**src/rtl/bb_pkg.sv**
```systemverilog
package bb_pkg;
    localparam int BB_AW = 32;
    localparam int BB_DW = 32;
    localparam int BB_BW = $clog2(BB_DW);

    typedef enum logic [1:0] {
        ST_IDLE   = 2'd0,
        ST_FWD_RD = 2'd1,
        ST_BIT_RD = 2'd2,
        ST_RMW_WR = 2'd3
    } bb_state_e;

    typedef struct packed {
        logic             hit;
        logic [BB_AW-1:0] tgt;
        logic [BB_BW-1:0] bitn;
    } bb_map_t;
endpackage

```
**src/rtl/bb_win_decode.sv**
```systemverilog
module bb_win_decode
    import bb_pkg::*;
#(
    parameter logic [BB_AW-1:0] ALIAS_BASE   = 32'h2200_0000,
    parameter logic [BB_AW-1:0] TGT_BASE     = 32'h2000_0000,
    parameter int unsigned      REGION_BYTES = 32'h0010_0000
) (
    input  logic [BB_AW-1:0] addr,
    output bb_map_t          map
);
    localparam logic [BB_AW-1:0] SPAN = BB_AW'(REGION_BYTES * BB_DW);

    logic [BB_AW-1:0] offs;
    logic [BB_AW-1:0] word_off;

    always_comb begin
        offs     = addr - ALIAS_BASE;
        // each target byte spans DW alias bytes; drop the bit-select part
        word_off = (offs >> BB_BW) & ~BB_AW'(3);
        map.hit  = (addr >= ALIAS_BASE) && (offs < SPAN);
        map.tgt  = TGT_BASE + word_off;
        map.bitn = offs[BB_BW+1:2];
    end
endmodule

```
**src/rtl/bb_seq.sv**
```systemverilog
module bb_seq
    import bb_pkg::*;
(
    input  logic             clk,
    input  logic             rst_n,
    input  logic             m_req,
    input  logic             m_we,
    input  logic [BB_AW-1:0] m_addr,
    input  logic [BB_DW-1:0] m_wdata,
    input  bb_map_t          map,
    input  logic [BB_DW-1:0] s_rdata,
    output logic             m_ready,
    output logic [BB_DW-1:0] m_rdata,
    output logic             s_req,
    output logic             s_we,
    output logic [BB_AW-1:0] s_addr,
    output logic [BB_DW-1:0] s_wdata,
    output logic             s_lock
);
    bb_state_e        state_q, state_d;
    logic [BB_AW-1:0] tgt_q;
    logic [BB_BW-1:0] bit_q;
    logic             val_q;

    always_comb begin
        state_d = state_q;
        unique case (state_q)
            ST_IDLE: begin
                if (m_req) begin
                    if (map.hit)   state_d = m_we ? ST_RMW_WR : ST_BIT_RD;
                    else if (!m_we) state_d = ST_FWD_RD;
                end
            end
            ST_FWD_RD: state_d = ST_IDLE;
            ST_BIT_RD: state_d = ST_IDLE;
            ST_RMW_WR: state_d = ST_IDLE;
            default:   state_d = ST_IDLE;
        endcase
    end

    always_ff @(posedge clk or negedge rst_n) begin
        if (!rst_n) begin
            state_q <= ST_IDLE;
            tgt_q   <= '0;
            bit_q   <= '0;
            val_q   <= 1'b0;
        end else begin
            state_q <= state_d;
            if (state_q == ST_IDLE && m_req && map.hit) begin
                tgt_q <= map.tgt;
                bit_q <= map.bitn;
                val_q <= m_wdata[0];
            end
        end
    end

    always_comb begin
        m_ready = 1'b0;
        m_rdata = '0;
        s_req   = 1'b0;
        s_we    = 1'b0;
        s_addr  = m_addr;
        s_wdata = m_wdata;
        s_lock  = 1'b0;
        unique case (state_q)
            ST_IDLE: begin
                if (m_req) begin
                    s_req = 1'b1;
                    if (map.hit) begin
                        s_addr = map.tgt;
                        s_lock = m_we;
                    end else begin
                        s_we    = m_we;
                        m_ready = m_we;
                    end
                end
            end
            ST_FWD_RD: begin
                m_ready = 1'b1;
                m_rdata = s_rdata;
            end
            ST_BIT_RD: begin
                m_ready    = 1'b1;
                m_rdata[0] = s_rdata[bit_q];
            end
            ST_RMW_WR: begin
                m_ready        = 1'b1;
                s_req          = 1'b1;
                s_we           = 1'b1;
                s_lock         = 1'b1;
                s_addr         = tgt_q;
                s_wdata        = s_rdata;
                s_wdata[bit_q] = val_q;
            end
            default: ;
        endcase
    end

    AST_RMW_AFTER_READ: assert property (@(posedge clk) disable iff (!rst_n)
        (state_q == ST_RMW_WR) |-> $past(s_req && !s_we && s_lock));
    AST_RMW_SAME_WORD: assert property (@(posedge clk) disable iff (!rst_n)
        (state_q == ST_RMW_WR) |-> (s_addr == $past(s_addr)));
    AST_RMW_ONE_BIT: assert property (@(posedge clk) disable iff (!rst_n)
        (state_q == ST_RMW_WR) |-> ($countones(s_wdata ^ s_rdata) <= 1));
    AST_ALIAS_WR_STALL: assert property (@(posedge clk) disable iff (!rst_n)
        (state_q == ST_IDLE && m_req && map.hit && m_we) |-> !m_ready);
    AST_BIT_RD_UPPER_ZERO: assert property (@(posedge clk) disable iff (!rst_n)
        (state_q == ST_BIT_RD) |-> (m_rdata[BB_DW-1:1] == '0));
    AST_PASS_NO_LOCK: assert property (@(posedge clk) disable iff (!rst_n)
        (state_q == ST_FWD_RD) |-> !s_lock && $past(!s_lock));
endmodule

```
**src/rtl/bitband_xlate.sv**
```systemverilog
module bitband_xlate
    import bb_pkg::*;
#(
    parameter logic [31:0] RAM_BASE       = 32'h2000_0000,
    parameter logic [31:0] RAM_ALIAS_BASE = 32'h2200_0000,
    parameter logic [31:0] PER_BASE       = 32'h4000_0000,
    parameter logic [31:0] PER_ALIAS_BASE = 32'h4200_0000,
    parameter int unsigned REGION_BYTES   = 32'h0010_0000
) (
    input  logic        clk,
    input  logic        rst_n,
    input  logic        m_req,
    input  logic        m_we,
    input  logic [31:0] m_addr,
    input  logic [31:0] m_wdata,
    output logic        m_ready,
    output logic [31:0] m_rdata,
    output logic        s_req,
    output logic        s_we,
    output logic [31:0] s_addr,
    output logic [31:0] s_wdata,
    input  logic [31:0] s_rdata,
    output logic        s_lock
);
    localparam int NWIN = 2;

    bb_map_t win_map [NWIN];
    bb_map_t sel_map;

    for (genvar gi = 0; gi < NWIN; gi++) begin : g_win
        bb_win_decode #(
            .ALIAS_BASE  (gi == 0 ? RAM_ALIAS_BASE : PER_ALIAS_BASE),
            .TGT_BASE    (gi == 0 ? RAM_BASE : PER_BASE),
            .REGION_BYTES(REGION_BYTES)
        ) u_dec (
            .addr(m_addr),
            .map (win_map[gi])
        );
    end

    always_comb begin
        sel_map = '0;
        for (int i = NWIN - 1; i >= 0; i--) begin
            if (win_map[i].hit) sel_map = win_map[i];
        end
    end

    bb_seq u_seq (
        .clk    (clk),
        .rst_n  (rst_n),
        .m_req  (m_req),
        .m_we   (m_we),
        .m_addr (m_addr),
        .m_wdata(m_wdata),
        .map    (sel_map),
        .s_rdata(s_rdata),
        .m_ready(m_ready),
        .m_rdata(m_rdata),
        .s_req  (s_req),
        .s_we   (s_we),
        .s_addr (s_addr),
        .s_wdata(s_wdata),
        .s_lock (s_lock)
    );

    AST_IDLE_QUIET: assert property (@(posedge clk) disable iff (!rst_n)
        (!m_req && !$past(m_req)) |-> (!s_req && !m_ready && !s_lock));
    AST_WIN_EXCLUSIVE: assert property (@(posedge clk) disable iff (!rst_n)
        $onehot0({win_map[1].hit, win_map[0].hit}));
endmodule

```
**config.mk**
```make
export PLATFORM = sky130hd
export DESIGN_NAME = bitband_xlate
export DESIGN_NICKNAME = d
export VERILOG_FILES = /design/src/rtl/bb_pkg.sv /design/src/rtl/bb_win_decode.sv /design/src/rtl/bb_seq.sv /design/src/rtl/bitband_xlate.sv
export SDC_FILE = /design/constraint.sdc
export NUM_CORES = 1
export LEC_CHECK = 0
export ABC_AREA = 1
export CAP_MARGIN = 20
export CELL_PAD_IN_SITES_DETAIL_PLACEMENT = 1
export CELL_PAD_IN_SITES_GLOBAL_PLACEMENT = 2
export CORE_UTILIZATION = 28
export DETAILED_ROUTE_END_ITERATION = 16
export DONT_BUFFER_PORTS = 1
export GPL_ROUTABILITY_DRIVEN = 0
export PLACE_DENSITY_LB_ADDON = 0.1
export SLEW_MARGIN = 20
export SYNTH_ARGS = -nofsm -noshare
export SYNTH_HDL_FRONTEND = slang
export SYNTH_SLANG_ARGS = --single-unit
```
**constraint.sdc**
```tcl
create_clock -name clk -period 3.37 [get_ports clk]
set_input_delay 1.011 -clock clk [delete_from_list [all_inputs] [get_ports clk]]
set_output_delay 1.011 -clock clk [all_outputs]
set_load 0.02 [all_outputs]
```
---- Word-level counts from Yosys, hierarchy flattened ----
Index checks and enable logic that the tools add are counted.
cells by class
  $add $sub $neg .......................... 4
  $lt $le $gt $ge ......................... 6
  eq/ne operators ......................... 5
  mux-type cells .......................... 27
  reductions and logical operators ........ 8
operator list
  operator                                                                               count
  32-bit 2-to-1 mux                                                                      3
  38-bit 2-to-1 mux                                                                      2
  32-bit by 26-bit less-than comparator with 1-bit output, second input constant         2
  32-bit case mux with 2 select lines                                                    1
  31-bit by 27-bit adder with 32-bit output, first input constant                        1
  32-bit bitwise mux                                                                     1
  32-bit by 30-bit greater-or-equal comparator with 1-bit output, second input constant  1
  32-bit by 31-bit greater-or-equal comparator with 1-bit output, second input constant  1
  32-bit by 30-bit subtractor with 32-bit output, second input constant                  1
  32-bit by 31-bit subtractor with 32-bit output, second input constant                  1
  30-bit by 27-bit adder with 31-bit output, first input constant                        1
  31-bit 2-to-1 mux                                                                      1
  1-bit case mux with 2 select lines                                                     5
  1-bit 2-to-1 mux                                                                       8
  5-bit by 6-bit less-than comparator with 1-bit output, second input constant           1
  2-bit 2-to-1 mux                                                                       3
  1-bit binary-select mux with 5-bit select                                              1
  1-bit demux with 5-bit select                                                          1
  5-bit by 1-bit greater-or-equal comparator with 1-bit output, second input constant    1
  1-bit logical AND                                                                      5
  2-bit == test, second input constant                                                   2
  2-bit case mux with 2 select lines                                                     1
  3-bit by 2-bit != test with 1-bit output, second input constant                        1
  3-bit OR reduction                                                                     1
  other kinds (4)                                                                        4
storage, ports and cells
  register bits ........................... 40
  logic and storage cells ................. 54

---- Longest topological paths before layout ----
  word-level depth ........................ 8
  gate-level depth with buffers ........... 17
  mapped depth without buffers ............ 17

---- Hierarchy ----
Synthesis repeated with hierarchy kept, for this count alone.
unflattened totals
  cells, all modules ...................... 972
  area, all modules ....................... 5221.3 um2
modules (own cells, without submodules)
  module                          instances  cells each  area an instance (um2)  seq. area each (um2)
  bb_seq                          1          712         3829.9                  1001.0
  bitband_xlate                   1          124         573.0                   0.0
  bb_win_decode (g_win[1].u_dec)  1          69          416.6                   0.0
  bb_win_decode (g_win[0].u_dec)  1          67          401.6                   0.0

---- Least setup slack after synthesis ----
Ideal clock, no wire load.
  kind .................................... input-to-output
  start point ............................. in m_addr[25]
  end point ............................... out s_addr[11]
  arrival time ............................ 2.583 ns
  path slack .............................. -0.224 ns
  cell stages on the path ................. 15
  cell sequence ........................... inv_1 > ha_1 > inv_1 > nand2_1 > nand2_1 > nor2_1 > nand3_1 > nor2_1 > nand3_2 > nand2_2 > buf_4 > nand3_1 > nand2_1 > inv_1 > a21oi_1
between the ends
  word-level cells in the longest chain between the ends .. 8
  elaborated cells on any way between the ends .. 13
  those cells by class .................... add/sub (2); order compare (4); mux (5); reduce/logical (2)
ends and longest elaborated chain
  item                                                     RTL line             RTL
  from (decl)                                              bitband_xlate.sv:14  input logic [31:0] m_addr,
  32-bit by 31-bit subtractor with 32-bit output           bb_win_decode.sv:17  offs = addr - ALIAS_BASE;
  32-bit by 26-bit less-than comparator with 1-bit output  bb_win_decode.sv:20  map.hit = (addr >= ALIAS_BASE) && (offs < SPAN);
  1-bit logical AND                                        bb_win_decode.sv:20
  38-bit 2-to-1 mux                                        bitband_xlate.sv:44  if (win_map[i].hit) sel_map = win_map[i];
  38-bit 2-to-1 mux *                                      bitband_xlate.sv:44
  32-bit 2-to-1 mux *                                      bb_seq.sv:69         if (map.hit) begin
  32-bit 2-to-1 mux *                                      bb_seq.sv:67         if (m_req) begin
  32-bit case mux with 2 select lines *                    bb_seq.sv:65         unique case (state_q)
  to (decl)                                                bitband_xlate.sv:20  output logic [31:0] s_addr,
Mark *: on every way between the ends. The rest lies on a longest branch, timed or not.

---- Worst setup path after layout ----
  start point ............................. in m_addr[25]
  end point ............................... out s_lock
between the ends
  word-level cells in the longest chain between the ends .. 8
  elaborated cells on any way between the ends .. 13
  those cells by class .................... add/sub (2); order compare (4); mux (5); reduce/logical (2)
ends and longest elaborated chain
  item                                                     RTL line             RTL
  32-bit by 31-bit subtractor with 32-bit output           bb_win_decode.sv:17
  32-bit by 26-bit less-than comparator with 1-bit output  bb_win_decode.sv:20
  1-bit logical AND                                        bb_win_decode.sv:20
  38-bit 2-to-1 mux                                        bitband_xlate.sv:44
  38-bit 2-to-1 mux *                                      bitband_xlate.sv:44
  1-bit 2-to-1 mux *                                       bb_seq.sv:69
  1-bit 2-to-1 mux *                                       bb_seq.sv:67
  1-bit case mux with 2 select lines *                     bb_seq.sv:65
  to (decl)                                                bitband_xlate.sv:23  output logic s_lock
Marked as above.

==> results.txt <==
----------------------------------------------------
[Finish]
  Non-Filler Cell Area, Final ... 0.005149 mm2
  Final Core Density ... 36.81%
  Area overhead of the layout relative to synthesis ... 27.20%
  Ratio of cells with drive above 1 in the final layout ... 23.31%
  Net count, final ... 832
  Layout fillers ... 1811
  Finished Layout Cells ... 905
  Count of inserted antenna diode cells ... 0

[Floorplan]
  Area enclosed by the die boundary ... ~0.015 mm2
  # IOs ... 200
  Core area ... 0.01399 mm2
  Starting density of the core ... 28.94%
  Die extent in y ... between 100 and 150 um
  Number of standard-cell rows in the floorplan ... 43
  Die width ... 122.2 um

[Place]
  Number of port buffers ... 0
  Final HPWL from detailed placement ... 11.45 mm
  Number of placed instances with taps included ... approximately 900
  Post-place instance area ... 0.004577 mm2

[Clock tree]
  Number of levels the H-tree was split into ... 2
  Number of clock buffers inserted by TritonCTS ... 5
  Clock transition at the registers of the reported paths ... 60 ps
  Clock tree from TritonCTS ... built
  Number of sinks handled by clock tree synthesis ... 35
  Clock latency of the later-clocked register in the worst-skew pair ... 280 ps
  Master cell of the clock root buffer ... sky130_fd_sc_hd__clkbuf_16
  Number of buffers between clock root and the deepest sink ... 2
  Quantity of hold-fixing buffers added after cts ... 0

[Setup path]
  Critical setup path kind ... in -> out
  Data required, critical path ... 2360 ps
  Data arrival time of the critical path ... 2600 ps
  Type of element launching the critical path ... input port
  Worst reg-to-reg path cell count ... 9
  Category of the worst setup path capture point ... primary output
  Largest driver fanout on the critical path ... 6

[Route]
  Post-detailed-routing wire length ... 15.46 mm
  Antenna-violating nets left ... 0
  Via density ... 5.110
  Total iterations of the first detailed-routing run ... 4
  Remaining DRCs ... 0
  WL per Instance ... 17.09 um
  Violation count after the first detailed-routing iteration ... 205
  DR vias ... between 4000 and 5000

[GRT]
  Maximum number of pins on one net before global-route repair ... 89
  Aggregate global routing overflow ... 0
  Vias in the first global route ... 4642
  Number of antenna violations at the first check in global routing ... 0
  Total GRT Usage ... 20.18%
  Global-route wire length before repair ... 23.94 mm

[STA]
  Min cycle time layout ... 3614 ps
  Final setup fails ... 32
  Number of slew-limit violations in the final report ... 0
  Normalized max-slew margin ... 53.93%
  Final Cycle Share ... 107.2%
  Number of hold violations in the final report ... 0
  Maximum frequency from static timing analysis ... 276.7 MHz
  Post-route clock skew ... 6.047 ps
  Measured slew at the worst slew-check pin ... 683.9 ps
  Setup total negative slack ... -5611 ps
  Unrepaired setup endpoints after global routing ... yes
  Final WS setup ... -243.5 ps

[Min path]
  Hold Path Class ... in -> async

[Yosys]
  Mapped Area ... 0.004048 mm2
  Avg Cell Area, Syn ... 5.766 um2
  Count of cell types in the netlist ... 31
  Cells after synthesis ... 702
  Number of nets produced by synthesis ... 809
  Flip-flop and latch count after synthesis ... 35
  Number of warnings printed during yosys synthesis ... 0
  Sequential element share of the synthesized area ... 21.64%

[Power and ir drop]
  Cell leakage power ... 0.002638 uW
  Maximum vdd drop ... between 300 and 400 uV
  Pwr Total ... 3510 uW
  PwrDens ... a little under 700 mW/mm2

[Run status]
  Violations in the final reports ... setup timing
  Status ... complete, but fails checks

[Job]
  Number of max-cap violations ... 0

----------------------------------------------------
==> stage by stage <==
step                setup slack, ps  hold slack [ps]
CTS                          -252.5            418.5
floorplan                    -102.4            442.2
global route                 -373.8            414.6
finish                       -243.5            422.8
detailed placement           -250.8            462.6
global placement             -184.3            454.6
==> cell usage after synthesis <==
cell,number,area (um2)
sky130_fd_sc_hd__inv_2,4,15.01
sky130_fd_sc_hd__a22oi_1,9,67.56
sky130_fd_sc_hd__nand3_1,54,270.3
sky130_fd_sc_hd__nor2_2,1,6.260
sky130_fd_sc_hd__o21ai_2,14,122.6
sky130_fd_sc_hd__nor3_1,18,90.09
sky130_fd_sc_hd__nand2_2,2,12.51
sky130_fd_sc_hd__a21boi_0,2,15.01
sky130_fd_sc_hd__nand2_1,160,600.6
sky130_fd_sc_hd__clkbuf_1,31,116.4
sky130_fd_sc_hd__o21ai_0,74,370.4
sky130_fd_sc_hd__o22ai_1,25,156.4
sky130_fd_sc_hd__dfrtp_1,35,875.8
sky130_fd_sc_hd__buf_6,7,78.83
sky130_fd_sc_hd__buf_1,2,7.510
sky130_fd_sc_hd__o31ai_1,1,7.510
sky130_fd_sc_hd__ha_1,7,87.58
sky130_fd_sc_hd__clkinv_1,1,3.750
sky130_fd_sc_hd__buf_2,3,15.01
sky130_fd_sc_hd__o311ai_0,16,140.1
sky130_fd_sc_hd__nor2_1,47,176.4
sky130_fd_sc_hd__nand3_2,1,10.01
sky130_fd_sc_hd__nor2_4,1,11.26
sky130_fd_sc_hd__a221oi_1,1,8.760
sky130_fd_sc_hd__buf_4,1,7.510
sky130_fd_sc_hd__nand4_1,13,81.33
sky130_fd_sc_hd__o21ai_1,3,15.01
sky130_fd_sc_hd__buf_8,1,15.01
sky130_fd_sc_hd__a21oi_1,17,85.08
sky130_fd_sc_hd__inv_1,148,555.5
sky130_fd_sc_hd__o21bai_1,3,22.52
==> state kept, by name, indices dropped and copies added (netlist names) <==
name,count
u_seq.tgt_q,27
u_seq.bit_q,5
u_seq.val_q,1
u_seq.state_q,2
==> cell type report <==
cell class	instances	area (um2)	area share (%)
repair inverters	1	7.507	0.1458
repair buffers	60	576.8	11.20
multi-input cells	469	2728	52.98
well taps	180	225.2	4.374
clock inverters	1	5.005	0.09721
inverters	153	591.8	11.49
flip-flops and latches	35	875.8	17.01
clock buffers	6	138.9	2.697
==> power by group <==
group	switching, uW	internal [uW]
combinational	1670	702
sequential	117	560
clock	167	288
total	1960	1550
==> cells in the final DEF (no fill, tap or decap), types with 8 or more instances in the layout <==
cell,synthesis,routed
sky130_fd_sc_hd__o311ai_0,16,16
sky130_fd_sc_hd__dfrtp_1,35,35
sky130_fd_sc_hd__inv_2,4,8
sky130_fd_sc_hd__nand4_1,13,13
sky130_fd_sc_hd__nand2_1,160,130
sky130_fd_sc_hd__inv_1,148,139
sky130_fd_sc_hd__buf_4,1,44
sky130_fd_sc_hd__nand3_2,1,13
sky130_fd_sc_hd__o22ai_1,25,25
sky130_fd_sc_hd__a22oi_1,9,8
sky130_fd_sc_hd__nor3_1,18,18
sky130_fd_sc_hd__nand3_1,54,40
sky130_fd_sc_hd__nor2_1,47,40
sky130_fd_sc_hd__buf_6,7,9
sky130_fd_sc_hd__nand2_2,2,27
sky130_fd_sc_hd__o21ai_0,74,68
sky130_fd_sc_hd__a21oi_1,17,10
sky130_fd_sc_hd__o21ai_2,14,17
==> per-layer routing <==
layer / share of wire (%) / GRT usage [%]
met1: 43 / 24.52
met2: 51 / 37.04
met3: 4.7 / 2.928
met4: 0.80 / 4.726
met5: 0 / 0
==> what timing repair did <==
| item | CTS | global route |
|---|---|---|
| pin swaps | 1 | 22 |
| setup buffers | 15 | 4 |
| gates resized for setup | 18 | 59 |
| endpoints found under the setup margin | 32 | 44 |
| cloned | 0 | 2 |
| hold endpoints to repair | 0 | 0 |
==> cell families (layout without fill, tap and decap cells) <==
kind of cell	count (synthesis)	after routing	synth area share [%]
AOI/OAI and AO/OA	165	165	24.98
adders and majority gates	7	7	2.164
buffers and inverters	198	221	20.12
DFF	35	35	21.64
and+or+nand+nor	297	297	31.10
==> worst max-delay path: stages <==
cell and delay, ps:
sky130_fd_sc_hd__clkinvlp_4 110, sky130_fd_sc_hd__ha_4 290, sky130_fd_sc_hd__nand2_2 40, sky130_fd_sc_hd__nor2_2 90
sky130_fd_sc_hd__nand3_2 90, sky130_fd_sc_hd__nor2_2 120, sky130_fd_sc_hd__nand3_2 100, sky130_fd_sc_hd__nand2_4 140
sky130_fd_sc_hd__clkbuf_16 170, sky130_fd_sc_hd__inv_4 60, sky130_fd_sc_hd__o31ai_4 200, sky130_fd_sc_hd__buf_6 150
==> path summary, 6_finish.rpt <==
| kind | startpoint | endpoint | slack [ps] |
|---|---|---|---|
| setup / recovery | m_addr[25] | s_lock | -240 |
| hold / removal | rst_n | u_seq.tgt_q[15] | 420 |
| setup reg to reg | u_seq.state_q[0] | u_seq.val_q | 1540 |
| hold reg to reg | u_seq.tgt_q[8] | u_seq.tgt_q[8] | 470 |
| max in group asynchronous | rst_n | u_seq.tgt_q[30] | 2850 |
| min in group clk | u_seq.tgt_q[8] | u_seq.tgt_q[8] | 470 |
(Power assumes the default switching activity.)
